File: src/rtl/q15_dmac_pkg.sv
package q15_dmac_pkg;

  localparam int FN_HI_W = 7;
  localparam int FN_LO_W = 3;
  localparam int MAJOR_W = 7;

  localparam logic [MAJOR_W-1:0] MAJOR_CODE = 7'b1110111;
  localparam logic [FN_LO_W-1:0] GROUP_CODE = 3'b001;

  localparam logic [FN_HI_W-1:0] SEL_BB  = 7'b0000101;
  localparam logic [FN_HI_W-1:0] SEL_BT  = 7'b0001101;
  localparam logic [FN_HI_W-1:0] SEL_TT  = 7'b0010101;
  localparam logic [FN_HI_W-1:0] SEL_ABB = 7'b1101001;
  localparam logic [FN_HI_W-1:0] SEL_ABT = 7'b1110001;
  localparam logic [FN_HI_W-1:0] SEL_ATT = 7'b1111001;

  typedef enum logic [1:0] {
    PAIR_BB = 2'd0,
    PAIR_BT = 2'd1,
    PAIR_TT = 2'd2
  } pair_e;

  typedef struct packed {
    logic  hit;
    logic  acc;
    pair_e pair;
  } op_dec_t;

endpackage

File: src/rtl/q15_dmac_decode.sv
module q15_dmac_decode
  import q15_dmac_pkg::*;
(
  input  logic               valid_i,
  input  logic [FN_HI_W-1:0] fn_hi_i,
  input  logic [FN_LO_W-1:0] fn_lo_i,
  input  logic [MAJOR_W-1:0] major_i,
  output op_dec_t            dec_o
);

  logic group_ok;

  assign group_ok = valid_i && (fn_lo_i == GROUP_CODE) && (major_i == MAJOR_CODE);

  always_comb begin
    dec_o.hit  = 1'b0;
    dec_o.acc  = 1'b0;
    dec_o.pair = PAIR_BB;
    unique case (fn_hi_i)
      SEL_BB:  begin dec_o.hit = group_ok; dec_o.acc = 1'b0; dec_o.pair = PAIR_BB; end
      SEL_BT:  begin dec_o.hit = group_ok; dec_o.acc = 1'b0; dec_o.pair = PAIR_BT; end
      SEL_TT:  begin dec_o.hit = group_ok; dec_o.acc = 1'b0; dec_o.pair = PAIR_TT; end
      SEL_ABB: begin dec_o.hit = group_ok; dec_o.acc = 1'b1; dec_o.pair = PAIR_BB; end
      SEL_ABT: begin dec_o.hit = group_ok; dec_o.acc = 1'b1; dec_o.pair = PAIR_BT; end
      SEL_ATT: begin dec_o.hit = group_ok; dec_o.acc = 1'b1; dec_o.pair = PAIR_TT; end
      default: begin dec_o.hit = 1'b0;     dec_o.acc = 1'b0; dec_o.pair = PAIR_BB; end
    endcase
  end

endmodule

File: src/rtl/q15_dmac_mul.sv
module q15_dmac_mul
  import q15_dmac_pkg::*;
#(
  parameter int HALF_W = 16
) (
  input  logic [2*HALF_W-1:0] a_i,
  input  logic [2*HALF_W-1:0] b_i,
  input  pair_e               pair_i,
  output logic [2*HALF_W-1:0] prod_o,
  output logic                clamp_o
);

  localparam int WORD_W = 2 * HALF_W;
  localparam logic [HALF_W-1:0] HALF_MIN = {1'b1, {(HALF_W-1){1'b0}}};
  localparam logic [WORD_W-1:0] WORD_MAX = {1'b0, {(WORD_W-1){1'b1}}};

  logic        [HALF_W-1:0] a_half;
  logic        [HALF_W-1:0] b_half;
  logic signed [WORD_W-1:0] raw_prod;
  logic                     both_min;

  // Operand selection: top x top takes both upper halves, otherwise a is low.
  always_comb begin
    a_half = (pair_i == PAIR_TT) ? a_i[WORD_W-1:HALF_W] : a_i[HALF_W-1:0];
    b_half = (pair_i == PAIR_BB) ? b_i[HALF_W-1:0]      : b_i[WORD_W-1:HALF_W];
  end

  assign raw_prod = WORD_W'($signed(a_half)) * WORD_W'($signed(b_half));
  assign both_min = (a_half == HALF_MIN) && (b_half == HALF_MIN);

  // Doubling is a one-bit left shift; only min x min leaves the range.
  always_comb begin
    if (both_min) begin
      prod_o  = WORD_MAX;
      clamp_o = 1'b1;
    end else begin
      prod_o  = {raw_prod[WORD_W-2:0], 1'b0};
      clamp_o = 1'b0;
    end
  end

endmodule

File: src/rtl/q15_dmac_acc.sv
module q15_dmac_acc #(
  parameter int WORD_W = 32
) (
  input  logic              en_i,
  input  logic [WORD_W-1:0] acc_i,
  input  logic [WORD_W-1:0] prod_i,
  output logic [WORD_W-1:0] sum_o,
  output logic              clamp_o
);

  localparam logic [WORD_W-1:0] WORD_MAX = {1'b0, {(WORD_W-1){1'b1}}};
  localparam logic [WORD_W-1:0] WORD_MIN = {1'b1, {(WORD_W-1){1'b0}}};

  logic [WORD_W:0] wide_sum;
  logic            ovf;

  assign wide_sum = {acc_i[WORD_W-1], acc_i} + {prod_i[WORD_W-1], prod_i};
  assign ovf      = wide_sum[WORD_W] ^ wide_sum[WORD_W-1];

  always_comb begin
    if (!en_i) begin
      sum_o   = prod_i;
      clamp_o = 1'b0;
    end else if (ovf) begin
      sum_o   = wide_sum[WORD_W] ? WORD_MIN : WORD_MAX;
      clamp_o = 1'b1;
    end else begin
      sum_o   = wide_sum[WORD_W-1:0];
      clamp_o = 1'b0;
    end
  end

endmodule

File: src/rtl/q15_dmac.sv
module q15_dmac
  import q15_dmac_pkg::*;
#(
  parameter int HALF_W  = 16,
  parameter int OUT_W   = 64,
  parameter bit REG_OUT = 1'b1
) (
  input  logic                  clk,
  input  logic                  rst_n,
  input  logic                  op_valid,
  input  logic [FN_HI_W-1:0]    op_fn_hi,
  input  logic [FN_LO_W-1:0]    op_fn_lo,
  input  logic [MAJOR_W-1:0]    op_major,
  input  logic [2*HALF_W-1:0]   src_a,
  input  logic [2*HALF_W-1:0]   src_b,
  input  logic [2*HALF_W-1:0]   src_acc,
  input  logic                  sat_clr,
  output logic [OUT_W-1:0]      res_out,
  output logic                  sat_flag
);

  localparam int WORD_W = 2 * HALF_W;
  localparam int EXT_W  = OUT_W - WORD_W;

  // Reset: asserted asynchronously, released after two clock edges.
  logic rst_meta_q;
  logic rst_n_sync;

  always_ff @(posedge clk or negedge rst_n) begin
    if (!rst_n) begin
      rst_meta_q <= 1'b0;
      rst_n_sync <= 1'b0;
    end else begin
      rst_meta_q <= 1'b1;
      rst_n_sync <= rst_meta_q;
    end
  end

  op_dec_t           dec;
  logic [WORD_W-1:0] prod;
  logic              prod_clamp;
  logic [WORD_W-1:0] word_res;
  logic              sum_clamp;
  logic              fire;
  logic [OUT_W-1:0]  res_d;
  logic              sat_d;
  logic              sat_q;

  q15_dmac_decode u_decode (
    .valid_i (op_valid),
    .fn_hi_i (op_fn_hi),
    .fn_lo_i (op_fn_lo),
    .major_i (op_major),
    .dec_o   (dec)
  );

  q15_dmac_mul #(.HALF_W(HALF_W)) u_mul (
    .a_i     (src_a),
    .b_i     (src_b),
    .pair_i  (dec.pair),
    .prod_o  (prod),
    .clamp_o (prod_clamp)
  );

  q15_dmac_acc #(.WORD_W(WORD_W)) u_acc (
    .en_i    (dec.acc),
    .acc_i   (src_acc),
    .prod_i  (prod),
    .sum_o   (word_res),
    .clamp_o (sum_clamp)
  );

  assign fire  = dec.hit;
  assign res_d = {{EXT_W{word_res[WORD_W-1]}}, word_res};

  // Sticky flag next state: clear acts on the old value, new clamps still set.
  always_comb begin
    sat_d = (sat_clr ? 1'b0 : sat_q) | (fire & (prod_clamp | sum_clamp));
  end

  always_ff @(posedge clk or negedge rst_n_sync) begin
    if (!rst_n_sync) begin
      sat_q <= 1'b0;
    end else begin
      sat_q <= sat_d;
    end
  end

  assign sat_flag = sat_q;

  generate
    if (REG_OUT) begin : g_reg_out
      logic [OUT_W-1:0] res_q;
      always_ff @(posedge clk or negedge rst_n_sync) begin
        if (!rst_n_sync) begin
          res_q <= '0;
        end else if (fire) begin
          res_q <= res_d;
        end
      end
      assign res_out = res_q;
    end else begin : g_comb_out
      assign res_out = fire ? res_d : '0;
    end
  endgenerate

endmodule

File: config.mk
export PLATFORM = sky130hd
export DESIGN_NAME = q15_dmac
export DESIGN_NICKNAME = d
export VERILOG_FILES = /design/src/rtl/q15_dmac_pkg.sv /design/src/rtl/q15_dmac_decode.sv /design/src/rtl/q15_dmac_mul.sv /design/src/rtl/q15_dmac_acc.sv /design/src/rtl/q15_dmac.sv
export SDC_FILE = /design/constraint.sdc
export NUM_CORES = 1
export LEC_CHECK = 0
export BUFFER_PORTS_ARGS = -buffer_cell sky130_fd_sc_hd__buf_2
export CAP_MARGIN = 20
export CORE_MARGIN = 1
export CORE_UTILIZATION = 30
export DETAILED_ROUTE_END_ITERATION = 10
export SYNTH_ARGS = -nofsm -noshare
export SYNTH_HDL_FRONTEND = slang
export SYNTH_HIERARCHICAL = 1
export SYNTH_SLANG_ARGS = --single-unit
File: constraint.sdc
create_clock -name clk -period 1.7 [get_ports clk]
set_clock_uncertainty 0.2 [all_clocks]
set_input_delay 0.51 -clock clk [delete_from_list [all_inputs] [get_ports clk]]
set_output_delay 0.51 -clock clk [all_outputs]
set_load 0.01 [all_outputs]
==> results of run 1 <==
-- path summary, 6_finish.rpt --
check	end	slack, ns	depth (start not counted)
worst max-delay path	res_out[1]	-7.74	37
worst min-delay path	res_out[15]	0.08	1
worst max register to register	res_out[31]	0.15	4
worst min register to register	res_out[15]	0.08	1
max in group asynchronous	res_out[31]	0.87	1
min in group clk	rst_n_sync	0.15	0
-- critical path: cells and delay by family --
kind | cells | cell delay [ns]
adder cells (fa/ha/maj) | 8 | 3.75
AO/OA/AOI/OAI | 8 | 1.65
XOR/XNOR | 1 | 0.19
multiplexers | 2 | 0.48
buffers and inverters | 12 | 1.65
AND/OR/NAND/NOR | 6 | 1.15
-- what timing repair did --
action	in CTS	in global routing
cloned	4	5
setup buffers	32	25
pin swaps	25	90
gates resized for setup	113	147
hold buffers	1	0
endpoints found under the hold margin	2	0
endpoints found under the setup margin	66	66
-- logic make-up after synthesis --
logic type                 Yosys count
DFF                                 35
muxes                               66
AOI/OAI and AO/OA                  274
buffers and inverters              415
adders and majority gates          369
and+or+nand+nor                    537
xor gates and xnor gates            63
other                                1
-- placed cells by master, fill, tap and decap left out, types with 39 or more instances in the layout --
cell / n
buf_4: 410
inv_1: 313
fa_1: 243
nand2_1: 225
nor2_1: 150
buf_2: 146
ha_1: 91
buf_6: 65
a21oi_1: 50
xnor2_1: 39
-- registers in the layout (all words and copies together) (netlist names) --
register,count
res_out,32
rst_meta_q,1
rst_n_sync,1
sat_flag,1
-- metrics by stage --
step / setup slack [ns] / std cells / instance area [sq um]
6_report: -7.740 / 3010 / 22030
3_3_place_gp: -8.192 / 2937 / 20000
4_1_cts: -7.621 / 2982 / 21100
5_1_grt: -8.106 / 3010 / 22030
2_1_floorplan: -7.561 / 1760 / 15540
3_5_place_dp: -8.349 / 2937 / 20000
-- metal layers --
metal	global-route usage	wire (microns)
met1	0.2522	21030
met2	0.3697	26940
met3	0.01630	2290
met4	0.03928	1271
met5	0	0
-- cell type report --
cell class                      count  area share
Tap cell                          664     0.03771
Clock inverter                      3    0.001988
Timing Repair Buffer              667      0.2474
Sequential cell                    35     0.03993
Inverter                          326     0.05566
Multi-Input combinational cell   1310      0.6116
Clock buffer                        5    0.005679
==> flow_summary_export.csv, run 1 <==
group,metric,value,unit
outcome,status,"complete, but fails checks",
outcome,violations,"negative setup slack",
logic_synthesis,synth.distinct_cells,86,
floorplanning,fp.dieH,225.0,microns
drt,wl_per_cell,17.12,microns
clock_tree,insertion_delay,0.28,ns
logic_synthesis,ys.flop_type,"dfrtp_1",
clock_tree,cts_tree,"built",
timing,rsz0062_at_grt,"true",
drt,ant_nets,0,
logic_synthesis,synth_area,0.01492,sq mm
timing,setup_ws,-7.740,ns
clock_tree,clk_pin_slew,0.06,ns
global_routing,grt_pass1_wl,79680,microns
floorplanning,dieArea,0.05064,sq mm
floorplanning,core-area,0.04905,sq mm
logic_synthesis,synthXorXnorAreaFrac,0.03924,
logic_synthesis,synth.largest_area_cell,"fa_1",
logic_synthesis,avgSynthCellArea,8.479,sq um
global_routing,grt_use_total,0.1998,
timing,fin_crit,9.440,ns
logic_synthesis,synth-compound-area-share,0.1265,
logic_synthesis,synth_top_family_by_area,"adder cells",
run,max-cap-violations,0,
timing,timing.fmax,0.1059,GHz
critical_path,end_kind,"register",
timing,finalSetupViolCount,66,
critical_path,criticalPathCategory,"in2reg",
drt,first_iter_violations,779,
floorplanning,ios,182,
global_routing,grt_overflow,0,
logic_synthesis,synth-async-reset-ratio,1.000,
drt,dr_total_vias,14510,
clock_tree,numCtsBuffers,5,
place,portBuffers,181,
layout,drive_gt1_frac,0.4054,
logic_synthesis,muxShareOfSynthArea,0.05567,
drt,drt-total-wl,51530,microns
logic_synthesis,synth_area_leaders,"fa_1, ha_1, inv_1, nand2_1, dfrtp_1",
floorplanning,rows,81,
drt,drt_first_pass_iters,5,
layout,post-route-util,0.4491,
logic_synthesis,synth_nets,2246,
layout,seq_area,879.6,sq um
logic_synthesis,synthSimpleGateAreaFrac,0.1597,
layout,final_nets,2831,
floorplanning,start_util,0.3042,
clock_tree,cts_buffer_depth,2,
layout,fill_cells,4755,
clock_tree,h-tree-depth,2,
floorplanning,die_w,225.0,microns
logic_synthesis,synthTopCellsByCount,"inv_1, fa_1, nand2_1, nor2_1, ha_1",
critical_path,slowest_stage,"fa_1",
logic_synthesis,synth.yosys.warnings,6,
global_routing,grt_max_degree,34,
layout,multi_input_area,0.01347,sq mm
critical_path,critPathLaunchType,"primary input",
global_routing,grt_pass1_vias,15300,
layout,syn_to_final_growth,47.63,%
timing,finalCritPeriodShare,5.553,
logic_synthesis,yosys.area.top_type_share,0.3448,
critical_path,r2r-start,"res_out[31]",
drt,drcViolationCount,0,
logic_synthesis,yosysSeqAreaShare,0.05869,
critical_path,max_stage_delay,0.58,ns
critical_path,crit_start,"op_fn_hi[2]",
critical_path,worstPathMaxFanout,8,
clock_tree,root_buffer,"clkbuf_16",
drt,viasPerCell,4.820,
logic_synthesis,synthAdderAreaFrac,0.4387,
critical_path,arrival,9.41,ns
timing,drv_slew,0,
logic_synthesis,synth-edff-count,0,
clock_tree,clock-sinks,35,
logic_synthesis,ys_seq_elements,35,
place,place.gp.congestion,0.9376,
critical_path,crit_top_cell,"fa_1",
place,dp_hpwl,42940,microns
logic_synthesis,synth.most_common_cell,"inv_1",
logic_synthesis,syn_inst,1760,
timing,final.setup.tns,-258.27,ns
min_path,hold_class,"reg2async",
layout,antennaDiodeCount,0,
timing,hold_slack,0.08480,ns
global_routing,antenna_found_initial,0,
critical_path,required,1.67,ns
timing,hold_viol,0,
Power of run 1 is not shown: default switching activity piles up to over one toggle a cycle in this logic, so the estimate is an artifact.
==> run 2: changes to the inputs <==
--- a/config.mk
+++ b/config.mk
@@ -5,11 +5,15 @@
 export SDC_FILE = /design/constraint.sdc
 export NUM_CORES = 1
 export LEC_CHECK = 0
+export ABC_AREA = 1
 export BUFFER_PORTS_ARGS = -buffer_cell sky130_fd_sc_hd__buf_2
 export CAP_MARGIN = 20
+export CELL_PAD_IN_SITES_DETAIL_PLACEMENT = 1
+export CELL_PAD_IN_SITES_GLOBAL_PLACEMENT = 2
 export CORE_MARGIN = 1
 export CORE_UTILIZATION = 30
 export DETAILED_ROUTE_END_ITERATION = 10
+export PLACE_DENSITY_LB_ADDON = 0.1
 export SYNTH_ARGS = -nofsm -noshare
 export SYNTH_HDL_FRONTEND = slang
 export SYNTH_HIERARCHICAL = 1
==> flow_summary_export.csv, run 2 <==
group,metric,value,unit
outcome,status,"complete, but fails checks",
outcome,violations,"negative setup slack",
logic_synthesis,synth.yosys.warnings,6,
floorplanning,core-area,0.05048,sq mm
global_routing,grt_max_degree,34,
critical_path,slowest_stage,"fa_1",
timing,timing.fmax,0.1143,GHz
critical_path,max_stage_delay,0.57,ns
logic_synthesis,synth_area_leaders,"fa_1, nand2_1, inv_1, ha_1, nor2_1",
run,max-cap-violations,0,
clock_tree,clock-sinks,35,
floorplanning,fp.dieH,228.9,microns
timing,hold_viol,0,
clock_tree,cts_buffer_depth,2,
timing,finalCritPeriodShare,5.147,
critical_path,crit_start,"op_fn_hi[0]",
clock_tree,clk_pin_slew,0.06,ns
critical_path,criticalPathCategory,"in2reg",
floorplanning,rows,82,
logic_synthesis,synthTopCellsByCount,"nand2_1, inv_1, nor2_1, fa_1, ha_1",
critical_path,end_kind,"register",
logic_synthesis,synth.largest_area_cell,"fa_1",
layout,final_cell_mix,"nand2_1, inv_1, buf_4",
place,portBuffers,181,
drt,wl_per_cell,17.47,microns
logic_synthesis,ys.flop_type,"dfrtp_1",
logic_synthesis,synth-edff-count,0,
layout,largest_register_ffs,32,
drt,dr_total_vias,16070,
layout,final_nets,3269,
critical_path,crit_top_cell,"nand2_2",
critical_path,critPathLaunchType,"primary input",
critical_path,required,1.68,ns
drt,viasPerCell,4.649,
critical_path,worstPathMaxFanout,11,
logic_synthesis,synth_area,0.01545,sq mm
global_routing,grt_pass1_wl,95680,microns
place,post-place-ws,-7.829,ns
floorplanning,die_w,228.9,microns
logic_synthesis,synth-async-reset-ratio,1.000,
logic_synthesis,avgSynthCellArea,7.060,sq um
global_routing,antenna_found_initial,0,
floorplanning,start_util,0.3060,
layout,drive_gt1_frac,0.3513,
logic_synthesis,syn_inst,2188,
timing,drv_slew,0,
global_routing,grt_overflow,0,
place,dp_hpwl,53290,microns
logic_synthesis,synth_nets,2674,
logic_synthesis,synth.most_common_cell,"nand2_1",
timing,finalSetupViolCount,66,
place,dp_cells,3393,
layout,syn_to_final_growth,43.10,%
layout,layout.cells.non_filler,3457,
timing,fin_crit,8.750,ns
timing,setup_ws,-7.050,ns
timing,rsz0062_at_grt,"true",
critical_path,r2r-start,"res_out[31]",
layout,fin_area,0.02211,sq mm
drt,drt-total-wl,60410,microns
place,place.gp.congestion,0.9233,
critical_path,arrival,8.73,ns
clock_tree,h-tree-depth,2,
floorplanning,dieArea,0.05240,sq mm
global_routing,grt_use_total,0.2342,
logic_synthesis,synth.distinct_cells,46,
logic_synthesis,yosys.area.top_type_share,0.3331,
min_path,hold_class,"reg2async",
drt,ant_nets,0,
layout,final_common_cell,"nand2_1",
critical_path,critPathBufInv,15,
logic_synthesis,yosysSeqAreaShare,0.05670,
place,placed_area,0.02049,sq mm
drt,drt_first_pass_iters,5,
floorplanning,ios,182,
clock_tree,root_buffer,"clkbuf_16",
clock_tree,insertion_delay,0.29,ns
drt,drcViolationCount,0,
timing,final.setup.tns,-235.38,ns
global_routing,grt_pass1_vias,17460,
drt,first_iter_violations,603,
clock_tree,cts_tree,"built",
logic_synthesis,ys_seq_elements,35,
critical_path,cp_top_family,"adder cells",
clock_tree,numCtsBuffers,5,
==> run 2: cell count changes in the layout (fill, tap and decap cells not counted), moves of 34 or more <==
cell     previous run  this run
inv_1             313       474
mux2_4             34         0
nand2_1           225       487
nand2_2            17        53
nand3_1            19        65
nor2_1            150       225
==> run 2: logic make-up after synthesis <==
kind of cell,count (synthesis),share of synthesized area
AOI/OAI and AO/OA,209,0.08416
other,1,0.0002428
adders and majority gates,369,0.4238
xor gates and xnor gates,22,0.01247
buffers and inverters,592,0.1635
and+or+nand+nor,960,0.2592
DFF,35,0.05670
==> run 2: final timing paths <==
kind / end / slack [ns] / cells after the start
hold / removal: res_out[29] / 0.08 / 1
min in group clk: rst_n_sync / 0.16 / 0
setup / recovery: res_out[26] / -7.05 / 51
hold reg to reg: res_out[29] / 0.08 / 1
max in group asynchronous: res_out[31] / 0.84 / 1
setup reg to reg: res_out[31] / 0.57 / 3
==> run 2: area by class of cell <==
cell class	count	area (sq um)
sequential	35	879.6
antenna	1	2.502
clock inverter	3	67.56
clock buffer	5	125.1
fill	6340	28370
tap	672	840.8
inverter	512	1963
multi-input combinational	1561	13060
timing repair buffer	668	5170
==> run 2: timing repair <==
| action | 4_1_cts | 5_1_grt |
|---|---|---|
| pin swaps | 21 | 70 |
| resized for setup | 89 | 129 |
| buffers inserted | 20 | 29 |
| endpoints found under the setup margin | 66 | 66 |
| endpoints found under the hold margin | 2 | 0 |
| hold buffers | 1 | 0 |
| gates cloned | 4 | 2 |
==> run 2: stage by stage <==
| step | hold slack, ns | utilization |
|---|---|---|
| detailed placement | 0.09893 | 0.4059 |
| global route | 0.1501 | 0.4379 |
| finish | 0.07779 | 0.4379 |
| global placement | 0.07805 | 0.4059 |
| floorplan | 0.01441 | - |
| CTS | 0.1092 | 0.4236 |
==> run 2: worst register-to-register path, cell delays in order (launching register included) <==
cell and delay (ns):
dfrtp_4 0.54, buf_16 0.17, inv_1 0.05, o21ai_0 0.06
==> run 2: routing by layer <==
metal / wire length, microns / GRT usage / vias to the layer above
met5: 0 / 0 / -
met4: 1007 / 0.03688 / 0
met3: 2365 / 0.03006 / 57
met2: 28220 / 0.3901 / 270
met1: 28820 / 0.3280 / 8029
li1: - / - / 7716
Power of run 2 is left out for the same reason.
